### src/rtl/pci_tw_pkg.sv
package pci_tw_pkg;

    typedef enum logic [1:0] {
        SEL_RXD  = 2'b00,
        SEL_TXD  = 2'b01,
        SEL_HCMD = 2'b10,
        SEL_MISC = 2'b11
    } tw_sel_e;

    typedef struct packed {
        logic    is_write;
        tw_sel_e sel;
    } tw_phase_t;

    typedef enum logic [1:0] {
        DEC_WAIT  = 2'b00,
        DEC_READY = 2'b01,
        DEC_RETRY = 2'b10
    } tw_dec_e;

    typedef struct packed {
        logic rx_has_data;
        logic tx_has_room;
        logic hcmd_pending;
    } tw_flags_t;

    function automatic logic tw_blocked(input tw_phase_t p, input tw_flags_t f);
        logic b;
        b = 1'b0;
        case (p.sel)
            SEL_RXD:  b = !p.is_write && !f.rx_has_data;
            SEL_TXD:  b =  p.is_write && !f.tx_has_room;
            SEL_HCMD: b =  p.is_write &&  f.hcmd_pending;
            default:  b = 1'b0;
        endcase
        return b;
    endfunction

endpackage

### src/rtl/tw_ready_eval.sv
module tw_ready_eval
    import pci_tw_pkg::*;
(
    input  tw_phase_t phase,
    input  tw_flags_t flags,
    input  logic      pci_mode,
    input  logic      wait_dis,
    input  logic      cap_hit,
    output tw_dec_e   decision
);
    logic blocked;

    always_comb begin
        blocked = tw_blocked(phase, flags);
        if (!pci_mode || !blocked)
            decision = DEC_READY;
        else if (wait_dis || cap_hit)
            decision = DEC_RETRY;
        else
            decision = DEC_WAIT;
    end

endmodule

### src/rtl/tw_wait_counter.sv
module tw_wait_counter #(
    parameter int MAX_WAIT = 8,
    localparam int CNT_W   = $clog2(MAX_WAIT + 1)
) (
    input  logic clk,
    input  logic rst,
    input  logic clear,
    input  logic inc,
    output logic cap_hit
);
    localparam logic [CNT_W-1:0] CAP = CNT_W'(MAX_WAIT);

    logic [CNT_W-1:0] cnt_q;

    always_ff @(posedge clk) begin
        if (rst || clear)
            cnt_q <= '0;
        else if (inc)
            cnt_q <= cnt_q + 1'b1;
    end

    assign cap_hit = (cnt_q == CAP);

    // a wait is never granted once the cap is reached
    assert_no_wait_past_cap_R6: assert property (@(posedge clk) disable iff (rst)
        inc |-> !cap_hit);

    // counter stays within the cap
    assert_cnt_in_range_R6: assert property (@(posedge clk) disable iff (rst)
        cnt_q <= CAP);

endmodule

### src/rtl/tw_phase_fsm.sv
module tw_phase_fsm
    import pci_tw_pkg::*;
(
    input  logic      clk,
    input  logic      rst,
    input  logic      start,
    input  tw_phase_t phase_in,
    input  tw_dec_e   decision,
    output tw_phase_t phase_q,
    output logic      active,
    output logic      cnt_clear,
    output logic      cnt_inc,
    output logic      trdy,
    output logic      stop_retry,
    output logic      rd_stb,
    output logic      wr_stb
);
    logic active_q;

    always_ff @(posedge clk) begin
        if (rst) begin
            active_q <= 1'b0;
            phase_q  <= '{is_write: 1'b0, sel: SEL_MISC};
        end else if (!active_q) begin
            if (start) begin
                active_q <= 1'b1;
                phase_q  <= phase_in;
            end
        end else if (decision != DEC_WAIT) begin
            active_q <= 1'b0;
        end
    end

    always_comb begin
        active     = active_q;
        cnt_clear  = !active_q && start;
        cnt_inc    = active_q && (decision == DEC_WAIT);
        trdy       = active_q && (decision == DEC_READY);
        stop_retry = active_q && (decision == DEC_RETRY);
        rd_stb     = trdy && !phase_q.is_write;
        wr_stb     = trdy &&  phase_q.is_write;
    end

    // ready and retry are exclusive
    assert_ready_retry_excl_R12: assert property (@(posedge clk) disable iff (rst)
        !(trdy && stop_retry));

    // the terminating cycle is followed by a quiet cycle
    assert_single_end_R12: assert property (@(posedge clk) disable iff (rst)
        (trdy || stop_retry) |=> !(trdy || stop_retry));

    // no strobe on a retry
    assert_no_strobe_on_retry_R9: assert property (@(posedge clk) disable iff (rst)
        stop_retry |-> !(rd_stb || wr_stb));

    // exactly one strobe on completion
    assert_one_strobe_R9: assert property (@(posedge clk) disable iff (rst)
        trdy |-> (rd_stb ^ wr_stb));

endmodule

### src/rtl/pci_tgt_wait_ctrl.sv
module pci_tgt_wait_ctrl
    import pci_tw_pkg::*;
#(
    parameter int MAX_WAIT = 8
) (
    input  logic       clk,
    input  logic       rst,
    input  logic       pci_mode,
    input  logic       wait_dis,
    input  logic       phase_start,
    input  logic       phase_write,
    input  logic [1:0] phase_sel,
    input  logic       rx_has_data,
    input  logic       tx_has_room,
    input  logic       hcmd_pending,
    output logic       trdy,
    output logic       stop_retry,
    output logic       rd_stb,
    output logic       wr_stb
);
    tw_phase_t phase_in;
    tw_phase_t phase_q;
    tw_flags_t flags;
    tw_dec_e   decision;
    logic      active;
    logic      cnt_clear;
    logic      cnt_inc;
    logic      cap_hit;

    assign phase_in = '{is_write: phase_write, sel: tw_sel_e'(phase_sel)};
    assign flags    = '{rx_has_data: rx_has_data,
                        tx_has_room: tx_has_room,
                        hcmd_pending: hcmd_pending};

    tw_ready_eval u_eval (
        .phase    (phase_q),
        .flags    (flags),
        .pci_mode (pci_mode),
        .wait_dis (wait_dis),
        .cap_hit  (cap_hit),
        .decision (decision)
    );

    tw_wait_counter #(.MAX_WAIT(MAX_WAIT)) u_cnt (
        .clk     (clk),
        .rst     (rst),
        .clear   (cnt_clear),
        .inc     (cnt_inc),
        .cap_hit (cap_hit)
    );

    tw_phase_fsm u_fsm (
        .clk        (clk),
        .rst        (rst),
        .start      (phase_start),
        .phase_in   (phase_in),
        .decision   (decision),
        .phase_q    (phase_q),
        .active     (active),
        .cnt_clear  (cnt_clear),
        .cnt_inc    (cnt_inc),
        .trdy       (trdy),
        .stop_retry (stop_retry),
        .rd_stb     (rd_stb),
        .wr_stb     (wr_stb)
    );

    // with waits disabled an open phase never idles
    assert_no_wait_when_disabled_R7: assert property (@(posedge clk) disable iff (rst)
        (active && pci_mode && wait_dis) |-> (trdy || stop_retry));

    // outside PCI mode every open phase completes at once
    assert_bypass_outside_pci_R8: assert property (@(posedge clk) disable iff (rst)
        (active && !pci_mode) |-> trdy);

endmodule

### config.mk
export PLATFORM = sky130hd
export DESIGN_NAME = pci_tgt_wait_ctrl
export DESIGN_NICKNAME = d
export VERILOG_FILES = /design/src/rtl/pci_tw_pkg.sv /design/src/rtl/tw_ready_eval.sv /design/src/rtl/tw_wait_counter.sv /design/src/rtl/tw_phase_fsm.sv /design/src/rtl/pci_tgt_wait_ctrl.sv
export SDC_FILE = /design/constraint.sdc
export NUM_CORES = 1
export LEC_CHECK = 0
export BUFFER_PORTS_ARGS = -buffer_cell sky130_fd_sc_hd__buf_4
export CORE_MARGIN = 4
export CORE_UTILIZATION = 35
export DETAILED_ROUTE_END_ITERATION = 10
export SLEW_MARGIN = 0
export SYNTH_ARGS = -nofsm -noshare
export SYNTH_HDL_FRONTEND = slang
export SYNTH_SLANG_ARGS = --single-unit
### constraint.sdc
create_clock -name clk -period 1.7 [get_ports clk]
set_clock_uncertainty 0.2 [all_clocks]
set_input_delay 0.34 -clock clk [delete_from_list [all_inputs] [get_ports clk]]
set_output_delay 0.34 -clock clk [all_outputs]
set_load 0.01 [all_outputs]
==> results of run 1 <==
-- layout make-up --
class | count | area (um2) | area share
Clock buffer | 3 | 22.5 | 0.0254
Inverter | 6 | 25.0 | 0.0282
Multi-Input combinational cell | 45 | 423 | 0.476
Sequential cell | 8 | 163 | 0.183
Tap cell | 15 | 18.8 | 0.0211
Timing Repair Buffer | 29 | 236 | 0.266
-- placed cells by master, fill, tap and decap left out, types with 2 or more instances in the layout --
cell type and n:
dfxtp_1 6, a211o_1 2, inv_1 4, nand2_1 7, dfxtp_2 2, mux2i_1 4
nor2_1 5, buf_6 5, buf_4 24, clkbuf_4 3, ha_2 2, ha_1 2
-- state kept, by name, summed over array words and instances, names as in the netlist --
name	count
u_cnt.cnt_q	4
u_fsm.active	1
u_fsm.phase_q	3
-- power by group --
part / internal [mW] / leakage (nW) / switching [mW]
combinational: 0.0740 / 0.335 / 0.0508
clock: 0.0809 / 0.0138 / 0.0662
sequential: 0.195 / 0.0648 / 0.00776
-- logic make-up (layout without fill, tap and decap cells) --
logic type      count (synthesis)  count (layout)
compound gates                 10              10
fa+ha+maj                       5               5
buf+inv                         7              38
flops                           8               8
mux                             4               4
simple gates                   26              26
-- worst paths after layout --
| check | endpoint | cells after the start |
|---|---|---|
| worst min-delay path | u_fsm.active | 2 |
| worst max-delay path | rd_stb | 7 |
| worst min register to register | u_cnt.cnt_q[2] | 2 |
| worst max register to register | u_cnt.cnt_q[0] | 8 |
-- worst max-delay path, delay by kind of cell (launching register included) --
| kind | cells | cell delay [ns] |
|---|---|---|
| simple gates | 2 | 0.29 |
| compound gates | 2 | 0.37 |
| fa+ha+maj | 1 | 0.20 |
| flops | 1 | 0.35 |
| buf+inv | 2 | 0.17 |
-- what timing repair did --
action | in CTS | in global routing
resized for setup | 12 | 8
setup buffers | 5 | 4
hold buffers | 0 | 0
setup endpoints to repair | 7 | 9
pin swaps | 4 | 4
-- metal layers --
metal,up-vias,GRT usage,share of wire
li1,269,-,-
met1,236,0.177,0.43
met2,11,0.227,0.49
met3,5,0.0575,0.051
met4,0,0.0994,0.024
met5,-,0,0
-- through the flow --
step	instances	setup TNS (ns)
finish	106	-1.91
global route	106	-2.56
CTS	104	-1.98
detailed placement	96	-0.724
global placement	96	-0.647
floorplan	60	-0.206
==> reports/qor.log, run 1 <==
INFO  pwr            peakVddDrop=0.336mV
INFO  status         run_status=finished, violations left
INFO  clock_tree     cts_tree=built
INFO  synthesis      post_synthesis_cell_count=60
INFO  clock_tree     cts_made_buffers=3
INFO  grt            gr_usage_total=0.151
INFO  synthesis      postSynth.topFlopCell=dfxtp_1
INFO  die            start_util=0.393
INFO  routing        routed_wl=1300um
INFO  synthesis      synth_enable_flop_cells=0
INFO  synthesis      synth_simple_gate_area_share=0.281
INFO  timing         final.period_utilization=1.27
INFO  run            max_cap_violations=0
INFO  clock_tree     maximum_number_of_buffers_from_clock_root_to_sink=2
INFO  worst_setup_path worst-endpoint-arrival=1.63ns
INFO  pwr            post-layout-total-power=0.475mW
INFO  worst_setup_path crit_fanout=3
INFO  clock_tree     worst_skew_pair.late_latency=0.26ns
INFO  layout         area_growth=63.6%
INFO  routing        route.detailed.vias_per_inst=4.92
INFO  timing         setup_viols_final=8
INFO  grt            grt_remaining_overflow=0
INFO  place          area_after_dpl=732um2
INFO  grt            grt_pass1_vias=506
INFO  min_path       min_path_type=in2reg
INFO  die            area_of_the_die=2250um2
INFO  timing         fin_worst_hold_slack=0.0774ns
INFO  worst_setup_path setup.worst_path.class=reg2out
INFO  synthesis      main_combinational_cell_family_by_area_after_synthesis=simple AND/OR/NAND/NOR gates
INFO  routing        route.detailed.drc=0
INFO  worst_setup_path critPathCaptureType=output pin
INFO  routing        detail_route.wl_per_cell=12.3um
INFO  synthesis      post_synth_mux_area_share=0.0737
INFO  synthesis      yosys.area.top_type=dfxtp_1
INFO  routing        dr.first_iter.drc_count=5
INFO  synthesis      synth_fp_nets=76
INFO  layout         final.fill_count=119
INFO  routing        num_vias=521
INFO  clock_tree     cts.sink_count=8
INFO  worst_setup_path r2r_slack=-0.06ns
INFO  worst_setup_path rr_startpoint=u_fsm.phase_q[1]
INFO  synthesis      post_synth_fa_ha_maj_area_fraction=0.115
INFO  die            die_x=47.4um
INFO  layout         post-route-cell-area=888um2
INFO  synthesis      synth_compound_area_frac=0.184
INFO  worst_setup_path critPathMaxStageDelay=0.35ns
INFO  place          detailedPlacementHpwl=934um
INFO  layout         drive_above_1_share=0.560
INFO  worst_setup_path critical_path_required=1.16ns
INFO  status         violated_checks=setup timing
INFO  synthesis      syn-cell-area=543um2
INFO  die            top_level_ports=15
INFO  synthesis      yosys_warnings=0
INFO  layout         insertedDiodeCount=0
INFO  place          buffer_ports.inserted=14
INFO  synthesis      netlist_top_cells_count=dfxtp_1 (8), nand2_1 (8), inv_1 (6), ha_1 (5), nor2_1 (5)
INFO  timing         achievable-frequency=0.462GHz
INFO  routing        final_antenna_net_count=0
INFO  die            coreArea=1380um2
INFO  timing         worst_slew_pin_slew=0.360ns
INFO  clock_tree     clock-root-buffer=clkbuf_4
INFO  place          pre_cts_slack=-0.251ns
INFO  synthesis      seq_area_frac_synth=0.295
INFO  timing         post-route-min-period=2.17ns
INFO  synthesis      synth_top_area_share=0.295
INFO  worst_setup_path path_cells=inv_2 -> ha_4 -> and2_4 -> a31o_4 -> a21boi_4 -> and2b_1 -> buf_4
INFO  die            num_rows=13
INFO  clock_tree     worst_setup_hold_path_clk_slew=0.06ns
INFO  pwr            leakage=0.413nW
INFO  pwr            p_per_area=535nW/um2
INFO  place          routabilityCongestion=0.701
INFO  synthesis      syn_avg_cell_area=9.05um2
INFO  worst_setup_path timing.critical_path.from=u_fsm.phase_q[1]
INFO  synthesis      number_of_distinct_library_cell_variants_in_the_gate_level_netlist_after_synthesis=27
INFO  min_path       min_from=rst
INFO  timing         slew_headroom=0.759
INFO  synthesis      async_flop_share=0
INFO  worst_setup_path worst_path_max_delay_cell=dfxtp_2
INFO  grt            grt_start_max_net_pins=9
INFO  timing         hold_viol_final=0
INFO  synthesis      post_synth_xor_area_fraction=0
INFO  grt            grt_pass1_wl=2260um
INFO  synthesis      synth.ff_latch_count=8
INFO  synthesis      post_synth_main_area_contributors=dfxtp_1 (29%), ha_1 (12%), mux2i_1 (7.4%), nand2_1 (5.5%), inv_1 (4.1%)
INFO  layout         utilization=0.643
INFO  timing         timing_max_transition_violations_final=0
INFO  clock_tree     htree_levels=1
INFO  grt            grt_antenna_before_repair=0
INFO  timing         unrepaired_setup_endpoints_after_global_routing=yes
INFO  timing         post-route-worst-setup-slack=-0.467ns
INFO  routing        first_pass_iters=3
INFO  layout         final_layout_net_count=109
INFO  die            chipHeight=47.4um
INFO  worst_setup_path critical_path.startpoint_type=flop
Power figures use the tool's default switching activity.
==> run 2: changes to the inputs <==
ABC_AREA = 1   (was default)
==> run 2 against run 1 <==
  * The run still ends with setup timing left
  * Highest routed layer unchanged
  * Synthesized cell count increased by 33%
  * Cell count increased by 22%
  * Via count increased by 8.6%
==> reports/qor.log, run 2 <==
INFO  die            num_rows=14 [+1]
INFO  timing         post-route-worst-setup-slack=-0.431ns [+0.0358 ns]
INFO  timing         setup_total_negative_slack=-2.00ns [-0.0889 ns]
INFO  clock_tree     clock-root-buffer=clkbuf_4
INFO  layout         area_growth=70.1%
INFO  status         violated_checks=setup timing
INFO  clock_tree     ctsHoldBuffers=0 [unchanged]
INFO  synthesis      synth.most_common_cell=inv_1
INFO  synthesis      netlist_top_cells_count=inv_1 (18), nor2_1 (12), nand2_1 (11), dfxtp_1 (8), ha_1 (5)
INFO  routing        route.detailed.drc=0 [unchanged]
INFO  clock_tree     cts.sink_count=8 [unchanged]
INFO  routing        route.met2.wl=696um [+9.3%]
INFO  routing        final_antenna_net_count=0 [unchanged]
INFO  die            top_level_ports=15 [unchanged]
INFO  place          dp_cells=120 [+25%]
INFO  min_path       min_path_type=in2reg
INFO  pwr            cell_internal_pwr=0.353mW [+0.72%]
INFO  grt            grt_antenna_before_repair=0 [unchanged]
INFO  grt            gr_usage_total=0.116 [-0.0348]
INFO  clock_tree     worst_setup_hold_path_clk_slew=0.05ns [about the same]
INFO  worst_setup_path crit_top_cell=inv_4
INFO  timing         slew_headroom=0.862 [+0.103]
INFO  synthesis      synth_enable_flop_cells=0 [unchanged]
INFO  layout         drive_above_1_share=0.584 [+0.0236]
INFO  die            area_of_the_die=2290um2 [+2.1%]
INFO  layout         final_common_cell=buf_4
INFO  pwr            p_per_area=517nW/um2 [-3.3%]
INFO  timing         timing_max_transition_violations_final=0 [unchanged]
INFO  grt            grt_pass1_vias=465 [-8.1%]
INFO  pwr            peakVddDrop=0.391mV [+17%]
INFO  timing         hold_viol_final=0 [unchanged]
INFO  pwr            switchingPower=0.137mW [+9.7%]
INFO  synthesis      post_synth_main_area_contributors=dfxtp_1 (29%), inv_1 (12%), ha_1 (11%), nor2_1 (8.1%), nand2_1 (7.4%)
INFO  synthesis      yosys_warnings=0 [unchanged]
INFO  routing        met3_wl=31um [-54%]
INFO  routing        dr.max_layer_used=met4
INFO  timing         unrepaired_setup_endpoints_after_global_routing=yes
INFO  layout         post-route-cell-area=947um2 [+6.6%]
INFO  synthesis      seq_area_frac_synth=0.288 [-0.00729]
INFO  worst_setup_path worst-endpoint-arrival=1.59ns [-0.04 ns]
INFO  layout         final_cells=129 [+22%]
INFO  place          pre_cts_slack=-0.232ns [+0.0187 ns]
INFO  clock_tree     worst_skew_pair.late_latency=0.25ns [about the same]
INFO  clock_tree     maximum_number_of_buffers_from_clock_root_to_sink=2 [unchanged]
INFO  synthesis      yosys.area.top_type=dfxtp_1
INFO  place          area_after_dpl=772um2 [+5.5%]
INFO  worst_setup_path setup.worst_path.class=reg2out
INFO  die            chipHeight=47.9um [+1.0%]
INFO  timing         achievable-frequency=0.469GHz [+1.7%]
INFO  grt            grt_start_max_net_pins=6 [-3]
INFO  pwr            comb_power_share=0.295 [+0.032]
INFO  synthesis      syn_avg_cell_area=6.96um2 [-23%]
INFO  place          routabilityCongestion=0.758 [+8.1%]
INFO  routing        first_pass_iters=4 [+1]
INFO  worst_setup_path worst_path_max_delay_cell=dfxtp_2
INFO  layout         utilization=0.629 [-0.0138]
INFO  clock_tree     htree_levels=1 [unchanged]
INFO  worst_setup_path critical_path_required=1.16ns [about the same]
INFO  worst_setup_path critPathMaxStageDelay=0.35ns [about the same]
INFO  synthesis      postSynth.topFlopCell=dfxtp_1
INFO  worst_setup_path path_cells=inv_4 -> ha_4 -> nand2_4 -> inv_4 -> nand3_4 -> a21oi_4 -> or2_4 -> nor2_4 -> buf_6
INFO  timing         worst_slew_pin_slew=0.206ns [-0.154 ns]
INFO  place          detailedPlacementHpwl=954um [+2.2%]
INFO  worst_setup_path critical_path.startpoint_type=flop
INFO  routing        detail_route.wl_per_cell=10.3um [-16%]
INFO  die            start_util=0.370 [-0.0232]
INFO  synthesis      post_synthesis_cell_count=80 [+33%]
INFO  routing        route.detailed.vias_per_inst=4.39 [-11%]
INFO  run            max_cap_violations=0 [unchanged]
INFO  pwr            clock_power_share=0.292 [-0.018]
INFO  routing        dr.first_iter.drc_count=8 [+3]
INFO  routing        routed_wl=1330um [+1.9%]
INFO  timing         fin_worst_hold_slack=0.0821ns [+0.00469 ns]
INFO  layout         insertedDiodeCount=0 [unchanged]
INFO  synthesis      synth_fp_nets=96 [+26%]
INFO  layout         max_flop_register=u_cnt.cnt_q
INFO  clock_tree     cts_made_buffers=3 [unchanged]
INFO  pwr            leakage=0.457nW [+11%]
INFO  timing         final.period_utilization=1.25 [-0.0210]
INFO  layout         layout.cells.most_common_list=buf_4 (25), inv_1 (14), nand2_1 (8), nor2_1 (8)
INFO  worst_setup_path critPathCaptureType=output pin
INFO  timing         setup_viols_final=8 [unchanged]
INFO  min_path       whs_path_depth=2 [unchanged]
INFO  clock_tree     cts_tree=built
INFO  synthesis      async_flop_share=0 [unchanged]
INFO  synthesis      number_of_distinct_library_cell_variants_in_the_gate_level_netlist_after_synthesis=21 [-22%]
INFO  pwr            post-layout-total-power=0.489mW [+3.1%]
INFO  pwr            net_switching_fraction_of_the_power=0.280 [+0.0168]
INFO  synthesis      synth.ff_latch_count=8 [unchanged]
INFO  grt            grt_remaining_overflow=0 [unchanged]
INFO  routing        num_vias=566 [+8.6%]
INFO  grt            grt_pass1_wl=1900um [-16%]
INFO  timing         post-route-min-period=2.13ns [-0.0358 ns]
INFO  layout         flip_flop_count_of_the_largest_register_after_layout=4 [unchanged]
INFO  layout         final_layout_net_count=131 [+20%]
INFO  worst_setup_path worst_r2r_path_depth=13 [+5]
INFO  synthesis      synth_top_area_share=0.288 [-0.00729]
INFO  place          buffer_ports.inserted=14 [unchanged]
INFO  status         run_status=finished, violations left
INFO  die            coreArea=1510um2 [+9.0%]
INFO  routing        m1WireLength=587um [+4.1%]
INFO  synthesis      syn-cell-area=557um2 [+2.5%]
INFO  worst_setup_path crit_fanout=3 [unchanged]
INFO  die            die_x=47.9um [+1.0%]
INFO  pwr            pwr-share-seq=0.413 [-0.014]
==> run 2: cell count changes in the layout (fill, tap and decap cells not counted), sizes merged, moves of 3 or more <==
cell / delta
inv: +16
mux2i: -4
nor2: +10
nand3: +3
nand2: +6
==> run 2: power groups by stage <==
stage	logic, mW	clock network, mW	registers (mW)
6_report	0.144	0.143	0.202
3_3_place_gp	0.102	0	0.203
5_1_grt	0.158	0.154	0.203
3_5_place_dp	0.102	0	0.204
4_1_cts	0.119	0.146	0.200
2_1_floorplan	0.0493	0	0.205
==> run 2: logic make-up after synthesis <==
| family | after synthesis | synth area share |
|---|---|---|
| AO/OA/AOI/OAI | 8 | 0.0921 |
| buffers and inverters | 22 | 0.148 |
| AND/OR/NAND/NOR | 37 | 0.360 |
| adder cells (fa/ha/maj) | 5 | 0.112 |
| flip-flops | 8 | 0.288 |
==> run 2: timing repair <==
item | 4_1_cts | 5_1_grt
setup endpoints to repair | 8 | 9
resized for setup | 7 | 18
setup buffers | 3 | 4
pin swaps | 7 | 11
hold endpoints to repair | 0 | 0
==> run 2: routing by layer <==
metal	global-route usage	vias up
met5	0	-
met4	0.0645	0
met3	0.0113	2
met2	0.169	9
met1	0.166	246
li1	-	309
==> run 2: path summary, 6_finish.rpt <==
kind,to,startpoint,slack [ns]
hold reg to reg,u_cnt.cnt_q[2],u_cnt.cnt_q[2],0.33
hold / removal,u_fsm.active,rst,0.08
setup / recovery,wr_stb,u_fsm.phase_q[0],-0.43
setup reg to reg,u_cnt.cnt_q[3],u_fsm.phase_q[0],-0.12
==> run 2: area by class of cell <==
| type | count | area [um2] |
|---|---|---|
| tap | 16 | 20.0 |
| multi-input combinational | 50 | 410 |
| clock buffer | 3 | 22.5 |
| sequential | 8 | 163 |
| fill | 139 | 559 |
| timing repair buffer | 30 | 244 |
| inverter | 22 | 87.6 |
==> run 2: critical path, delay by kind of cell, from the launching register on <==
kind,cells,cell delay [ns]
AND/OR/NAND/NOR,4,0.49
flip-flops,1,0.35
adder cells (fa/ha/maj),1,0.24
buffers and inverters,3,0.19
AO/OA/AOI/OAI,1,0.06
==> run 3: changes to the inputs <==
clock period = 2.6 ns   (was 1.7 ns; I/O delays follow)
==> run 3 against run 2 <==
  * The run now ends clean
  * Clock power shrank 36%
  * Largest cell class unchanged
  * Clock-buffer cell count did not move
  * Critical endpoint unchanged
  * Die area is the same
  * Design area is 25% lower
  * Hold slack gained 0.18 ns
  * Critical path type unchanged
==> reports/qor.log, run 3 (synthesis gave the netlist of run 2 again) <==
INFO  grt            grt_pass1_vias=440 [-5.4%]
INFO  worst_setup_path worst-endpoint-arrival=1.73ns [+0.14 ns]
INFO  clock_tree     worst_setup_hold_path_clk_slew=0.05ns [about the same]
INFO  pwr            post-layout-total-power=0.274mW [-44%]
INFO  grt            grt_start_max_net_pins=6 [unchanged]
INFO  timing         post-route-worst-setup-slack=0.148ns [+0.579 ns]
INFO  die            top_level_ports=15 [unchanged]
INFO  worst_setup_path r2r_slack=1.01ns [+1.13 ns]
INFO  die            start_util=0.370 [unchanged]
INFO  timing         achievable-frequency=0.408GHz
INFO  clock_tree     worst_skew_pair.late_latency=0.25ns [about the same]
INFO  timing         timing_max_transition_violations_final=0 [unchanged]
INFO  layout         max_flop_register=u_cnt.cnt_q
INFO  clock_tree     cts_tree=built
INFO  place          dp_cells=110 [-8.3%]
INFO  min_path       min_path_type=in2reg
INFO  routing        detail_route.wl_per_cell=9.16um [-11%]
INFO  die            chipHeight=47.9um [unchanged]
INFO  min_path       holdPathEnd=u_fsm.active
INFO  worst_setup_path path_cells=inv_1 -> ha_1 -> nand2_1 -> clkinv_1 -> nand3_2 -> a21oi_1 -> or2_1 -> nor2_1 -> buf_4
INFO  status         run_status=finished clean
INFO  routing        first_pass_iters=3 [-1]
INFO  routing        route.detailed.vias_per_inst=4.42 [+0.85%]
INFO  layout         final_common_cell=inv_1
INFO  clock_tree     ctsHoldBuffers=0 [unchanged]
INFO  worst_setup_path setup.worst_path.class=reg2out
INFO  worst_setup_path crit_fanout=3 [unchanged]
INFO  layout         layout.cells.most_common_list=inv_1 (18), buf_4 (14), nor2_1 (12), nand2_1 (11), dfxtp_1 (7)
INFO  die            coreArea=1510um2 [unchanged]
INFO  pwr            p_per_area=388nW/um2 [-25%]
INFO  layout         final.fill_count=172 [+24%]
INFO  worst_setup_path critPathMaxStageDelay=0.32ns [-0.03 ns]
INFO  run            max_cap_violations=0 [unchanged]
INFO  timing         final.period_utilization=0.943
INFO  pwr            peakVddDrop=0.201mV [-49%]
INFO  worst_setup_path rr_startpoint=u_fsm.phase_q[1]
INFO  worst_setup_path critPathCaptureType=output pin
INFO  routing        dr.first_iter.drc_count=4 [-4]
INFO  timing         fin_worst_hold_slack=0.264ns [+0.182 ns]
INFO  die            num_rows=14 [unchanged]
INFO  worst_setup_path critical_path_required=1.88ns [+0.72 ns]
INFO  worst_setup_path critical_path.startpoint_type=flop
INFO  clock_tree     cts.sink_count=8 [unchanged]
INFO  worst_setup_path worst_path_max_delay_cell=dfxtp_2
INFO  timing         worst_slew_pin_slew=0.209ns [+0.00330 ns]
INFO  layout         area_growth=26.7%
INFO  routing        route.detailed.drc=0 [unchanged]
INFO  die            area_of_the_die=2290um2 [unchanged]
INFO  layout         flip_flop_count_of_the_largest_register_after_layout=4 [unchanged]
INFO  routing        routed_wl=1040um [-22%]
INFO  timing         slew_headroom=0.861 [-0.00187]
INFO  min_path       whs_path_depth=2 [unchanged]
INFO  clock_tree     htree_levels=1 [unchanged]
INFO  min_path       min_from=rst
INFO  clock_tree     cts_made_buffers=3 [unchanged]
INFO  timing         unrepaired_setup_endpoints_after_global_routing=no
INFO  place          pre_cts_slack=0.400ns [+0.632 ns]
INFO  clock_tree     clock-root-buffer=clkbuf_4
INFO  die            die_x=47.9um [unchanged]
INFO  timing         hold_viol_final=0 [unchanged]
INFO  place          buffer_ports.inserted=14 [unchanged]
INFO  routing        num_vias=500 [-12%]
INFO  layout         final_layout_net_count=115 [-12%]
INFO  layout         insertedDiodeCount=0 [unchanged]
INFO  place          routabilityCongestion=0.758 [about the same]
INFO  clock_tree     maximum_number_of_buffers_from_clock_root_to_sink=2 [unchanged]
INFO  worst_setup_path worst_r2r_path_depth=9 [-4]
INFO  timing         post-route-min-period=2.45ns
INFO  grt            grt_remaining_overflow=0 [unchanged]
INFO  place          detailedPlacementHpwl=896um [-6.1%]
INFO  grt            grt_antenna_before_repair=0 [unchanged]
INFO  grt            grt_pass1_wl=1710um [-9.8%]
INFO  routing        final_antenna_net_count=0 [unchanged]
INFO  layout         final_cells=113 [-12%]
INFO  worst_setup_path reg2reg_to=u_cnt.cnt_q[0]
INFO  timing         setup_total_negative_slack=0ns [+2.00 ns]
INFO  grt            gr_usage_total=0.105 [-0.0111]
INFO  pwr            leakage=0.355nW [-22%]
INFO  clock_tree     post_cts.repair.setup_buffers=0 [-3]
INFO  layout         drive_above_1_share=0.330 [-0.254]
INFO  timing         setup_viols_final=0 [-8]
[run 3: cell types whose count changed in the layout (fill, tap and decap cells not counted), moves of 3 or more]
cell     change
nand2_1      +3
nor2_1       +4
buf_6        -5
buf_4       -11
inv_1        +4
inv_2        -3
[run 3: where the power goes]
group | internal, mW | switching (mW) | leakage, nW
clock network | 0.0526 | 0.0394 | 0.0138
registers | 0.128 | 0.00410 | 0.0652
logic | 0.0239 | 0.0262 | 0.276
[run 3: cell type report]
class                           count  area, um2  area share
Clock buffer                        3       22.5      0.0319
Timing Repair Buffer               14        105       0.149
Sequential cell                     8        161       0.229
Multi-Input combinational cell     50        314       0.445
Inverter                           22       82.6       0.117
Tap cell                           16       20.0      0.0284
[run 3: critical path: cells and delay by family (launching register included)]
family	cells	cell delay, ns
AOI/OAI and AO/OA	1	0.09
adders and majority gates	1	0.29
buffers and inverters	3	0.26
DFF	1	0.32
and+or+nand+nor	4	0.52
[run 3: layer usage]
layer | part of all wire | GRT usage | up-vias
met2 | 0.48 | 0.153 | 9
met5 | 0 | 0 | -
met1 | 0.47 | 0.147 | 214
met4 | 0 | 0.0645 | 0
li1 | - | - | 277
met3 | 0.051 | 0.0113 | 0
[run 3: through the flow]
stage           util  area [um2]
5_1_grt        0.468         706
3_5_place_dp   0.453         682
3_3_place_gp   0.453         682
2_1_floorplan      -         557
4_1_cts        0.468         704
6_report       0.468         706
[run 3: worst max path at each step]
stage,startpoint,to,slack [ns]
after floorplan,u_fsm.phase_q[0],rd_stb,0.56
after global placement,u_fsm.phase_q[0],wr_stb,0.42
after detailed placement,u_fsm.phase_q[0],wr_stb,0.40
after CTS,u_fsm.phase_q[0],wr_stb,0.12
after global routing,u_fsm.phase_q[0],wr_stb,0.01
final,u_fsm.phase_q[0],wr_stb,0.15
[run 3: what timing repair did]
action | CTS | global route
endpoints found under the setup margin | 0 | 1
endpoints found under the hold margin | 0 | 0
resized for setup | 0 | 1
